<file path="config.mk">
export PLATFORM = sky130hd
export DESIGN_NAME = i2c_cmd_master
export DESIGN_NICKNAME = d
export VERILOG_FILES = /design/src/rtl/i2c_cmd_pkg.sv /design/src/rtl/i2c_phase_timer.sv /design/src/rtl/i2c_byte_shifter.sv /design/src/rtl/i2c_cmd_master.sv
export SDC_FILE = /design/constraint.sdc
export NUM_CORES = 1
export LEC_CHECK = 0
export ABC_AREA = 0
export BUFFER_PORTS_ARGS = -buffer_cell sky130_fd_sc_hd__clkbuf_2
export CORE_MARGIN = 3
export CORE_UTILIZATION = 60
export CTS_CLUSTER_SIZE = 25
export DETAILED_ROUTE_END_ITERATION = 6
export PLACE_DENSITY = 0.95
export SYNTH_ARGS = -nofsm -noshare
export SYNTH_HDL_FRONTEND = slang
export SYNTH_HIERARCHICAL = 1
export SYNTH_SLANG_ARGS = --single-unit
export TNS_END_PERCENT = 100
</file>
<file path="constraint.sdc">
create_clock -name clk -period 7.1 [get_ports clk]
set_input_delay 0.71 -clock clk [delete_from_list [all_inputs] [get_ports clk]]
set_output_delay 0.71 -clock clk [all_outputs]
set_load 0.005 [all_outputs]
</file>
<file path="src/rtl/i2c_cmd_pkg.sv">
// Shared definitions for the command-driven I2C master.
// Assumes: command word is five bits with fixed positions decoded by software.
package i2c_cmd_pkg;
    localparam int CMD_W     = 5;
    localparam int BIT_NACK  = 4;
    localparam int BIT_START = 3;
    localparam int BIT_READ  = 2;
    localparam int BIT_WRITE = 1;
    localparam int BIT_STOP  = 0;

    typedef enum logic [3:0] {
        ST_IDLE,
        ST_RS_LO,   // SCL low before a repeated START
        ST_SU,      // START setup: both lines released
        ST_HD,      // START hold: SDA low, SCL high
        ST_BIT_LO,  // data bit, SCL low
        ST_BIT_HI,  // data bit, SCL high
        ST_REL,     // SCL low, release SDA, finish
        ST_SP_LO,   // STOP: SCL low, pull SDA
        ST_SP_SU,   // STOP: SCL high, SDA low
        ST_SP_HD    // STOP: both released
    } mst_state_t;
endpackage

</file>
<file path="src/rtl/i2c_phase_timer.sv">
// Times one SCL phase of 2*(N+1) cycles, N taken from the high or low count.
// Pulses mid at the phase centre and last on its final cycle.
// Assumes: counts stay stable while a phase runs.
module i2c_phase_timer #(
    parameter int CW = 8
) (
    input  logic          clk,
    input  logic          rst_n,
    input  logic          run,
    input  logic          sel_hi,
    input  logic [CW-1:0] hi_cnt,
    input  logic [CW-1:0] lo_cnt,
    output logic          mid,
    output logic          last
);
    logic [CW:0]   cnt_q;
    logic [CW-1:0] n_sel;
    logic [CW:0]   limit;

    // select the active count and derive the phase end
    always_comb begin
        n_sel = sel_hi ? hi_cnt : lo_cnt;
        limit = {n_sel, 1'b1};
        mid   = run && (cnt_q == {1'b0, n_sel});
        last  = run && (cnt_q == limit);
    end

    // count cycles within the phase, restart on each phase end
    always_ff @(posedge clk) begin
        if (!rst_n || !run || last) cnt_q <= '0;
        else                        cnt_q <= cnt_q + 1'b1;
    end

    p_cnt_bound_r11: assert property (@(posedge clk) disable iff (!rst_n)
        run |-> (cnt_q <= limit));
endmodule

</file>
<file path="src/rtl/i2c_byte_shifter.sv">
// Transmit and receive shift registers plus the bit index of the current byte.
// Assumes: load and step are never asserted in the same cycle.
module i2c_byte_shifter #(
    parameter int DW = 8,
    localparam int IW = $clog2(DW + 1)
) (
    input  logic          clk,
    input  logic          rst_n,
    input  logic          load,
    input  logic [DW-1:0] tx_data,
    input  logic          sample_en,
    input  logic          sample_bit,
    input  logic          step,
    output logic          tx_msb,
    output logic [DW-1:0] rx_shift,
    output logic          last_bit
);
    logic [DW-1:0] tx_q;
    logic [IW-1:0] idx_q;

    // outgoing byte, moved left one bit per step
    always_ff @(posedge clk) begin
        if (!rst_n)    tx_q <= '0;
        else if (load) tx_q <= tx_data;
        else if (step) tx_q <= {tx_q[DW-2:0], 1'b0};
    end

    // bit index, DW marks the acknowledge slot
    always_ff @(posedge clk) begin
        if (!rst_n)    idx_q <= '0;
        else if (load) idx_q <= '0;
        else if (step) idx_q <= idx_q + 1'b1;
    end

    // incoming byte, MSB arrives first
    always_ff @(posedge clk) begin
        if (!rst_n)         rx_shift <= '0;
        else if (sample_en) rx_shift <= {rx_shift[DW-2:0], sample_bit};
    end

    assign tx_msb   = tx_q[DW-1];
    assign last_bit = (idx_q == IW'(DW));

    p_idx_bound_r3: assert property (@(posedge clk) disable iff (!rst_n)
        idx_q <= IW'(DW));
endmodule

</file>
<file path="src/rtl/i2c_cmd_master.sv">
// One-byte-per-command I2C master: optional START, a write or read byte with
// acknowledge, optional STOP. Drives open-drain lines through output enables.
// Assumes: single master, no clock stretching, counts stable during a command.
module i2c_cmd_master
    import i2c_cmd_pkg::*;
#(
    parameter int CW = 8,
    parameter int DW = 8
) (
    input  logic             clk,
    input  logic             rst_n,
    input  logic             cmd_valid,
    input  logic [CMD_W-1:0] cmd,
    input  logic [DW-1:0]    tx_data,
    input  logic [CW-1:0]    scl_hi_cnt,
    input  logic [CW-1:0]    scl_lo_cnt,
    output logic             cmd_ready,
    output logic [DW-1:0]    rx_data,
    output logic             op_over,
    output logic             ack_err,
    output logic             arb_lost,
    output logic             bus_busy,
    input  logic             sda_in,
    output logic             scl_oe,
    output logic             sda_oe
);
    mst_state_t    state_q;
    logic          q_rd, q_wr, q_nack, q_stop;
    logic          sda_q, held_q;
    logic          run, sel_hi, mid, last;
    logic          tx_msb, last_bit, drv_bit;
    logic          accept, step, sample_en;
    logic [DW-1:0] rx_shift;

    // phase decode: which states time a high phase, where SCL is pulled
    always_comb begin
        run     = (state_q != ST_IDLE);
        sel_hi  = (state_q == ST_SU) || (state_q == ST_HD) ||
                  (state_q == ST_BIT_HI) || (state_q == ST_SP_SU) ||
                  (state_q == ST_SP_HD);
        accept  = cmd_valid && (state_q == ST_IDLE);
        step    = (state_q == ST_BIT_HI) && last && !last_bit;
        sample_en = (state_q == ST_BIT_HI) && mid && !last_bit && q_rd;
        drv_bit = last_bit ? (q_rd && !q_nack) : (!q_rd && !tx_msb);
    end

    i2c_phase_timer #(.CW(CW)) u_timer (
        .clk(clk), .rst_n(rst_n), .run(run), .sel_hi(sel_hi),
        .hi_cnt(scl_hi_cnt), .lo_cnt(scl_lo_cnt), .mid(mid), .last(last)
    );

    i2c_byte_shifter #(.DW(DW)) u_shift (
        .clk(clk), .rst_n(rst_n), .load(accept), .tx_data(tx_data),
        .sample_en(sample_en), .sample_bit(sda_in), .step(step),
        .tx_msb(tx_msb), .rx_shift(rx_shift), .last_bit(last_bit)
    );

    // command sequencer: conditions, bits, acknowledge and flags
    always_ff @(posedge clk) begin
        if (!rst_n) begin
            state_q <= ST_IDLE;
            {q_rd, q_wr, q_nack, q_stop} <= '0;
            sda_q <= 1'b0; held_q <= 1'b0; bus_busy <= 1'b0;
            op_over <= 1'b0; ack_err <= 1'b0; arb_lost <= 1'b0;
            rx_data <= '0;
        end else begin
            case (state_q)
                ST_IDLE: if (cmd_valid) begin
                    q_rd   <= cmd[BIT_READ];
                    q_wr   <= cmd[BIT_WRITE];
                    q_nack <= cmd[BIT_NACK];
                    q_stop <= cmd[BIT_STOP];
                    op_over <= 1'b0; ack_err <= 1'b0; arb_lost <= 1'b0;
                    if (cmd[BIT_START])
                        state_q <= held_q ? ST_RS_LO : ST_SU;
                    else if (cmd[BIT_READ] || cmd[BIT_WRITE])
                        state_q <= ST_BIT_LO;
                    else if (cmd[BIT_STOP])
                        state_q <= ST_SP_LO;
                    else
                        op_over <= 1'b1;
                end
                ST_RS_LO: begin
                    if (mid)  sda_q   <= 1'b0;
                    if (last) state_q <= ST_SU;
                end
                ST_SU: begin
                    if (mid && !sda_in) arb_lost <= 1'b1;
                    if (last) begin
                        if (arb_lost) state_q <= ST_REL;
                        else begin
                            sda_q <= 1'b1; bus_busy <= 1'b1; state_q <= ST_HD;
                        end
                    end
                end
                ST_HD: if (last) state_q <= (q_rd || q_wr) ? ST_BIT_LO : ST_REL;
                ST_BIT_LO: begin
                    if (mid)  sda_q   <= drv_bit;
                    if (last) state_q <= ST_BIT_HI;
                end
                ST_BIT_HI: begin
                    if (mid) begin
                        if (last_bit && !q_rd && sda_in) ack_err <= 1'b1;
                        if (!last_bit && !q_rd && !sda_q && !sda_in) arb_lost <= 1'b1;
                    end
                    if (last) begin
                        if (ack_err || arb_lost) state_q <= ST_REL;
                        else if (last_bit) begin
                            if (q_rd) rx_data <= rx_shift;
                            state_q <= q_stop ? ST_SP_LO : ST_REL;
                        end else state_q <= ST_BIT_LO;
                    end
                end
                ST_REL: begin
                    if (mid) sda_q <= 1'b0;
                    if (last) begin
                        state_q <= ST_IDLE; held_q <= 1'b1; op_over <= 1'b1;
                    end
                end
                ST_SP_LO: begin
                    if (mid)  sda_q   <= 1'b1;
                    if (last) state_q <= ST_SP_SU;
                end
                ST_SP_SU: if (last) begin
                    sda_q <= 1'b0; state_q <= ST_SP_HD;
                end
                ST_SP_HD: if (last) begin
                    state_q <= ST_IDLE; held_q <= 1'b0;
                    bus_busy <= 1'b0; op_over <= 1'b1;
                end
                default: state_q <= ST_IDLE;
            endcase
        end
    end

    assign cmd_ready = (state_q == ST_IDLE);
    assign scl_oe    = run ? !sel_hi : held_q;
    assign sda_oe    = sda_q;

    p_over_idle_r6: assert property (@(posedge clk) disable iff (!rst_n)
        op_over |-> cmd_ready);
    p_err_excl_r7: assert property (@(posedge clk) disable iff (!rst_n)
        $onehot0({ack_err, arb_lost}));
    p_no_stop_after_err_r8: assert property (@(posedge clk) disable iff (!rst_n)
        (state_q == ST_SP_LO) |-> !(ack_err || arb_lost));
    p_busy_release_r9: assert property (@(posedge clk) disable iff (!rst_n)
        $fell(bus_busy) |-> (!scl_oe && !sda_oe));
    p_sda_quiet_hi_r10: assert property (@(posedge clk) disable iff (!rst_n)
        (state_q == ST_BIT_HI && $past(state_q == ST_BIT_HI)) |-> $stable(sda_oe));
endmodule

</file>
==> flow_metrics.env, run 1 <==
export IMPL_p_sw_uw=330
export IMPL_wirelength_um=6700
export IMPL_irDropWorstVdd_v=0.000221
export IMPL_dieWidth_um=76.6
export IMPL_r2r_slack_ns=2.90
export IMPL_rows=25
export IMPL_vias_per_cell=5.90
export IMPL_final_common_cell="dfxtp_1"
export IMPL_cp_end_kind="register"
export IMPL_num_antenna_cells=0
export IMPL_post_drt_wl_per_cell_um=15.3
export IMPL_pwr_density_cell_nw_per_um2=280
export IMPL_clk_pin_slew_ns=0.09
export IMPL_drt_first_pass_iters=5
export IMPL_grt_pass1_wl_um=11200
export IMPL_drtAntennaViolNets=0
export IMPL_slowest_stage="dfxtp_1"
export IMPL_hold_class="register to register"
export IMPL_numPortBuffers=47
export IMPL_post_place_ws_ns=3.05
export IMPL_rsz0062_at_grt="false"
export IMPL_fin_util=0.704
export IMPL_cts_buffers=5
export IMPL_fmax_mhz=238
export IMPL_whs_path_depth=2
export IMPL_syn_nets=375
export IMPL_clkSinkCount=51
export IMPL_drt_iter0_drc=317
export IMPL_layout_drive_gt1_share=0.215
export IMPL_final_setup_viol_count=0
export IMPL_critical_path_class="register to register"
export IMPL_syn_area_um2=2990
export IMPL_dp_hpwl_um=4810
export IMPL_min_from="q_stop"
export IMPL_layout_common_cells="dfxtp_1 (51), clkbuf_2 (47), nand2_1 (28)"
export IMPL_cts_path_max_buffers=2
export IMPL_chipHeight_um=76.6
export IMPL_ff2ff_path_depth=13
export IMPL_grt_overflow_total=0
export IMPL_drv_slew=0
export IMPL_outcome="finished, final reports clean"
export IMPL_cts_tree="yes"
export IMPL_placed_cells=431
export IMPL_setup_slack_ns=2.90
export IMPL_path_common_cell="buf_4"
export IMPL_hold_viol_final=0
export IMPL_fin_cells=439
export IMPL_cts_root_buf="clkbuf_8"
export IMPL_ys_warn_count=6
export IMPL_area_delta_synth_final_pct=12.0
export IMPL_route_detailed_drc=0
export IMPL_ys_flop_type="dfxtp_1"
export IMPL_p_clk_frac=0.254
export IMPL_post_cts_setup_buffers=0
export IMPL_p_leak_uw=0.00134
export IMPL_fin_skew_ns=0.0144
export IMPL_min_period_ns=4.20
export IMPL_internal_power_uw=608
export IMPL_seq_power_share=0.401
export IMPL_async_flop_share=0
export IMPL_grt_pass1_vias=2446
export IMPL_io_pins=48
export IMPL_grt_usage=0.233
export IMPL_critical_path_required_ns=7.30
export IMPL_min_period_over_period=0.591
export IMPL_critPathMaxStageDelay_ns=0.76
export IMPL_avgSynthCellArea_um2=8.81
export IMPL_relSlewSlack=0.471
export IMPL_netlist_top_cells_area="dfxtp_1 (34%), mux2i_1 (8.7%), nor2b_1 (4.0%)"
export IMPL_ys_ff_latch=51
export IMPL_cts_hold_repair_buffers=0
export IMPL_seq_area_um2=1020
export IMPL_switching_share=0.352
export IMPL_yosysUniqueCellTypes=63
export IMPL_synth_enable_flop_cells=0
export IMPL_tns_ns=0
export IMPL_drv_cap=0
export IMPL_fin_nets=407
export IMPL_cp_max_fo=22
export IMPL_cts_resized=0
export IMPL_grt_max_degree=49
export IMPL_die_area_um2=5860
export IMPL_htree_levels=2
export IMPL_critical_path_arrival_ns=4.40
export IMPL_multi_input_area_um2=1810
export IMPL_r2r_end="u_shift/tx_q[5]"
export IMPL_start_util=0.628
export IMPL_yosysTopAreaCell="dfxtp_1"
export IMPL_cp_cell_sequence="and3b_1 -> a21oi_1 -> o21ai_0 -> buf_4 -> mux2i_2 -> xnor2_1 -> nor4_4 -> and3_1 -> inv_1 -> nor3_1 -> buf_4 -> mux2_2 -> o211a_1"
export IMPL_netlist_area_leader_share=0.342
export IMPL_synthesis_instances=339
export IMPL_ys_seq_area_frac=0.342
export IMPL_r2r_start="state_q[0]"
export IMPL_antenna_found_initial=0
export IMPL_start_kind="register"
export IMPL_gp_congestion=0.913
export IMPL_worstMarginPinSlew_ns=0.794
export IMPL_hold_path_end="q_stop"
export IMPL_combPwrFrac=0.346
export IMPL_fillers=361
export IMPL_core_um2=4750
export IMPL_vias=2590
export IMPL_clock_latency_ns=0.31
-- per-layer routing --
| layer | track usage | wire length (um) | vias to the layer above |
|---|---|---|---|
| met4 | 0.0906 | 149 | 0 |
| met3 | 0.0638 | 474 | 18 |
| met2 | 0.402 | 3350 | 122 |
| li1 | - | - | 1262 |
| met1 | 0.273 | 2720 | 1188 |
| met5 | 0 | 0 | - |
-- synthesized netlist by cell type (10+ instances only) --
library cell	count
dfxtp_1	51
nor3_1	10
clkbuf_1	18
nor2_1	14
xor2_1	10
nand2_1	28
xnor2_1	13
o21ai_0	14
mux2i_1	26
nor2b_1	19
-- stage by stage --
stage / hold WS [ns] / instance area, um^2 / total power (uW)
2_1_floorplan: 0.438 / 2990 / 619
5_1_grt: 0.528 / 3350 / 990
3_5_place_dp: 0.465 / 3210 / 696
6_report: 0.477 / 3350 / 938
4_1_cts: 0.478 / 3350 / 934
3_3_place_gp: 0.458 / 3210 / 683
-- cell type report --
| type | instances | share of cell area |
|---|---|---|
| Timing Repair Buffer | 51 | 0.0793 |
| Clock inverter | 3 | 0.0202 |
| Inverter | 9 | 0.0101 |
| Tap cell | 67 | 0.0250 |
| Multi-Input combinational cell | 253 | 0.540 |
| Clock buffer | 5 | 0.0206 |
| Sequential cell | 51 | 0.305 |
-- power by group through the flow --
stage               Clock [uW]  Combinational (uW)  Sequential, uW
floorplan                    0                 272             347
global placement             0                 308             376
detailed placement           0                 316             379
CTS                        240                 321             373
global route               251                 357             382
finish                     238                 324             376
-- cell families after synthesis --
kind of cell / share of synthesized area
fa+ha+maj: 0.0126
simple gates: 0.236
xor+xnor: 0.0674
compound gates: 0.162
mux: 0.126
buf+inv: 0.0536
flops: 0.342
-- state kept, by name (all words and copies together) (netlist names) --
signal,cells
bus_busy,1
u_shift/rx_shift,8
arb_lost,1
sda_oe,1
u_shift/idx_q,4
rx_data,8
q_rd,1
ack_err,1
q_stop,1
u_timer/cnt_q,9
op_over,1
held_q,1
state_q,4
q_wr,1
u_shift/tx_q,8
q_nack,1
-- critical path, delay by kind of cell, from the launching register on --
family | cells | cell delay, ns
xor+xnor | 1 | 0.15
buf+inv | 3 | 0.62
simple gates | 4 | 1.48
flops | 1 | 0.76
compound gates | 3 | 0.42
mux | 2 | 0.64
-- how the worst max path moves through the flow --
stage / startpoint / end / slack, ns / cells after the start
after global routing: state_q[0] / u_shift/tx_q[6] / 2.62 / 13
after global placement: state_q[0] / u_shift/tx_q[2] / 3.21 / 13
after detailed placement: state_q[0] / u_shift/tx_q[7] / 3.05 / 13
final: state_q[0] / u_shift/tx_q[5] / 2.90 / 13
after CTS: state_q[0] / u_shift/tx_q[6] / 2.99 / 13
after floorplan: state_q[1] / u_shift/tx_q[3] / 3.13 / 15
Power figures use the tool's default switching activity.
==> inputs of run 2 (changes only) <==
--- a/config.mk
+++ b/config.mk
@@ -5,13 +5,13 @@
 export SDC_FILE = /design/constraint.sdc
 export NUM_CORES = 1
 export LEC_CHECK = 0
-export ABC_AREA = 0
+export ABC_AREA = 1
 export BUFFER_PORTS_ARGS = -buffer_cell sky130_fd_sc_hd__clkbuf_2
 export CORE_MARGIN = 3
-export CORE_UTILIZATION = 60
+export CORE_UTILIZATION = 56
 export CTS_CLUSTER_SIZE = 25
 export DETAILED_ROUTE_END_ITERATION = 6
-export PLACE_DENSITY = 0.95
+export PLACE_DENSITY = 0.9
 export SYNTH_ARGS = -nofsm -noshare
 export SYNTH_HDL_FRONTEND = slang
 export SYNTH_HIERARCHICAL = 1
==> constraint.sdc (replaced) <==
create_clock -name clk -period 3.95 [get_ports clk]
set_input_delay 0.395 -clock clk [delete_from_list [all_inputs] [get_ports clk]]
set_output_delay 0.395 -clock clk [all_outputs]
set_load 0.005 [all_outputs]
==> flow_metrics.env, run 2 <==
export IMPL_rsz0062_at_grt="false"
export IMPL_whs_path_depth=3
export IMPL_r2r_start="state_q[2]"
export IMPL_grt_pass1_wl_um=11700
export IMPL_fillers=433
export IMPL_wirelength_um=6810
export IMPL_syn_area_um2=2950
export IMPL_post_drt_wl_per_cell_um=11.7
export IMPL_synthAdderAreaFrac=0.0127
export IMPL_avgSynthCellArea_um2=6.42
export IMPL_hold_path_end="u_shift/tx_q[0]"
export IMPL_cp_cell_sequence="nand2_2 -> nor2_4 -> inv_2 -> nand2_2 -> inv_2 -> o211ai_1 -> buf_4 -> buf_4 -> nand2_1 -> nand2_2 -> nand2_1 -> nand2_1 -> nand2_1 -> nor2_1 -> nand3_2 -> inv_1 -> inv_1 -> nor3_1 -> buf_4 -> nor2_2 -> nand2_1 -> nand3_1 -> nand2_1 -> inv_1"
export IMPL_critical_path_arrival_ns=3.57
export IMPL_relSlewSlack=0.551
export IMPL_min_period_over_period=0.853
export IMPL_critical_path_class="register to register"
export IMPL_r2r_end="u_shift/tx_q[2]"
export IMPL_synthSimpleGateAreaFrac=0.403
export IMPL_path_delay_family="simple AND/OR/NAND/NOR gates"
export IMPL_htree_levels=2
export IMPL_clk_pin_slew_ns=0.09
export IMPL_cts_root_buf="clkbuf_8"
export IMPL_antenna_found_initial=0
export IMPL_ys_flop_type="dfxtp_1"
export IMPL_worstMarginPinSlew_ns=0.673
export IMPL_r2r_slack_ns=0.58
export IMPL_yosysUniqueCellTypes=32
export IMPL_clock_latency_ns=0.30
export IMPL_io_pins=48
export IMPL_cts_path_max_buffers=2
export IMPL_start_util=0.600
export IMPL_netlist_top_cells_area="dfxtp_1 (35%), nand2_1 (16%), nor2_1 (9.2%)"
export IMPL_tns_ns=0
export IMPL_final_common_cell="nand2_1"
export IMPL_dieWidth_um=78.5
export IMPL_irDropWorstVdd_v=0.000308
export IMPL_ff2ff_path_depth=24
export IMPL_clkSinkCount=51
export IMPL_chipHeight_um=78.5
export IMPL_route_detailed_drc=0
export IMPL_min_from="tx_data[0]"
export IMPL_synth_top_cells_by_count="nand2_1 (125), nor2_1 (72), dfxtp_1 (51)"
export IMPL_grt_pass1_vias=2731
export IMPL_ys_seq_area_frac=0.346
export IMPL_dp_hpwl_um=5190
export IMPL_drtAntennaViolNets=0
export IMPL_async_flop_share=0
export IMPL_fin_skew_ns=0.00545
export IMPL_largest_reg_flops=9
export IMPL_p_leak_uw=0.00164
export IMPL_pwr_density_cell_nw_per_um2=578
export IMPL_grt_overflow_total=0
export IMPL_min_period_ns=3.37
export IMPL_slowest_stage="dfxtp_1"
export IMPL_synth_compound_area_frac=0.109
export IMPL_synth_top_family_by_area="simple AND/OR/NAND/NOR gates"
export IMPL_synth_most_common_cell="nand2_1"
export IMPL_gp_congestion=0.975
export IMPL_drv_slew=0
export IMPL_top_register="u_timer/cnt_q"
export IMPL_vias_per_cell=5.16
export IMPL_cts_hold_repair_buffers=0
export IMPL_layout_drive_gt1_share=0.201
export IMPL_vias=2990
export IMPL_worst_path_buf_inv=8
export IMPL_cts_buffers=5
export IMPL_fin_util=0.690
export IMPL_cp_max_fo=15
export IMPL_die_area_um2=6170
export IMPL_num_antenna_cells=0
export IMPL_cts_tree="yes"
export IMPL_fin_nets=548
export IMPL_rows=25
export IMPL_hold_class="input port to register"
export IMPL_outcome="finished, final reports clean"
export IMPL_start_kind="register"
export IMPL_grt_usage=0.233
export IMPL_muxShareOfSynthArea=0
export IMPL_drt_iter0_drc=246
export IMPL_drv_cap=0
export IMPL_cp_end_kind="register"
export IMPL_critPathMaxStageDelay_ns=0.54
export IMPL_synth_enable_flop_cells=0
export IMPL_synthesis_instances=459
export IMPL_ys_warn_count=6
export IMPL_synthXorXnorAreaFrac=0.0327
export IMPL_grt_max_degree=37
export IMPL_syn_nets=495
export IMPL_numPortBuffers=47
export IMPL_yosysTopAreaCell="dfxtp_1"
export IMPL_final_setup_viol_count=0
export IMPL_netlist_area_leader_share=0.346
export IMPL_layout_common_cells="nand2_1 (125), nor2_1 (72), dfxtp_1 (51)"
export IMPL_drt_first_pass_iters=4
export IMPL_path_common_cell="nand2_1"
export IMPL_area_delta_synth_final_pct=14.9
export IMPL_core_um2=4910
export IMPL_ys_ff_latch=51
export IMPL_critical_path_required_ns=4.15
export IMPL_fmax_mhz=297
export IMPL_hold_viol_final=0
-- run 2: area by class of cell --
type	count	area, um^2	share of cell area
tap	67	83.8	0.0248
clock inverter	3	67.6	0.0199
sequential	51	1020	0.301
inverter	60	225	0.0665
clock buffer	5	68.8	0.0203
timing repair buffer	53	280	0.0827
multi-input combinational	341	1640	0.484
-- run 2: worst register-to-register path: cells and delay by family, from the launching register on --
kind / cells / cell delay [ns]
AO/OA/AOI/OAI: 1 / 0.08
buffers and inverters: 8 / 1.07
flip-flops: 1 / 0.54
AND/OR/NAND/NOR: 15 / 1.58
-- run 2: power by group --
group / leakage, uW / internal, uW / switching [uW]
Combinational: 0.00117 / 323 / 558
Sequential: 0.000414 / 577 / 74.2
Clock: 0.0000644 / 252 / 173
-- run 2: through the flow --
stage               area [um^2]  cells  total power [uW]  setup slack, ns  hold WS [ns]
floorplan                  2950    459              1310            0.943         0.440
global placement           3220    568              1490            0.472         0.434
detailed placement         3220    568              1490            0.446         0.436
CTS                        3360    576              1920            0.385         0.323
global route               3390    580              2120            0.296         0.346
finish                     3390    580              1960            0.582         0.336
-- run 2: worst max-delay path by stage --
stage | end | slack (ns) | from | cells after the start
3_3_place_gp | u_shift/tx_q[7] | 0.47 | state_q[2] | 22
2_1_floorplan | u_shift/tx_q[1] | 0.94 | state_q[2] | 21
4_1_cts | u_shift/tx_q[2] | 0.39 | state_q[2] | 22
5_1_grt | u_shift/tx_q[4] | 0.30 | state_q[3] | 25
6_report | u_shift/tx_q[2] | 0.58 | state_q[2] | 24
3_5_place_dp | u_shift/tx_q[2] | 0.45 | state_q[2] | 22
-- run 2: logic make-up after synthesis --
kind of cell               count (synthesis)
adders and majority gates                  3
AOI/OAI and AO/OA                         59
DFF                                       51
xor gates and xnor gates                  11
and+or+nand+nor                          268
buffers and inverters                     67
-- run 2: what timing repair did --
| item | 4_1_cts | 5_1_grt |
|---|---|---|
| setup endpoints to repair | 0 | 6 |
| gates resized for setup | 0 | 0 |
| buffers inserted | 0 | 4 |
-- run 2: metal layers --
layer	track usage	vias up	share of wire
met5	0	-	0
met4	0.0909	0	0.022
met3	0.0344	14	0.058
met2	0.386	92	0.46
met1	0.304	1336	0.46
li1	-	1548	-
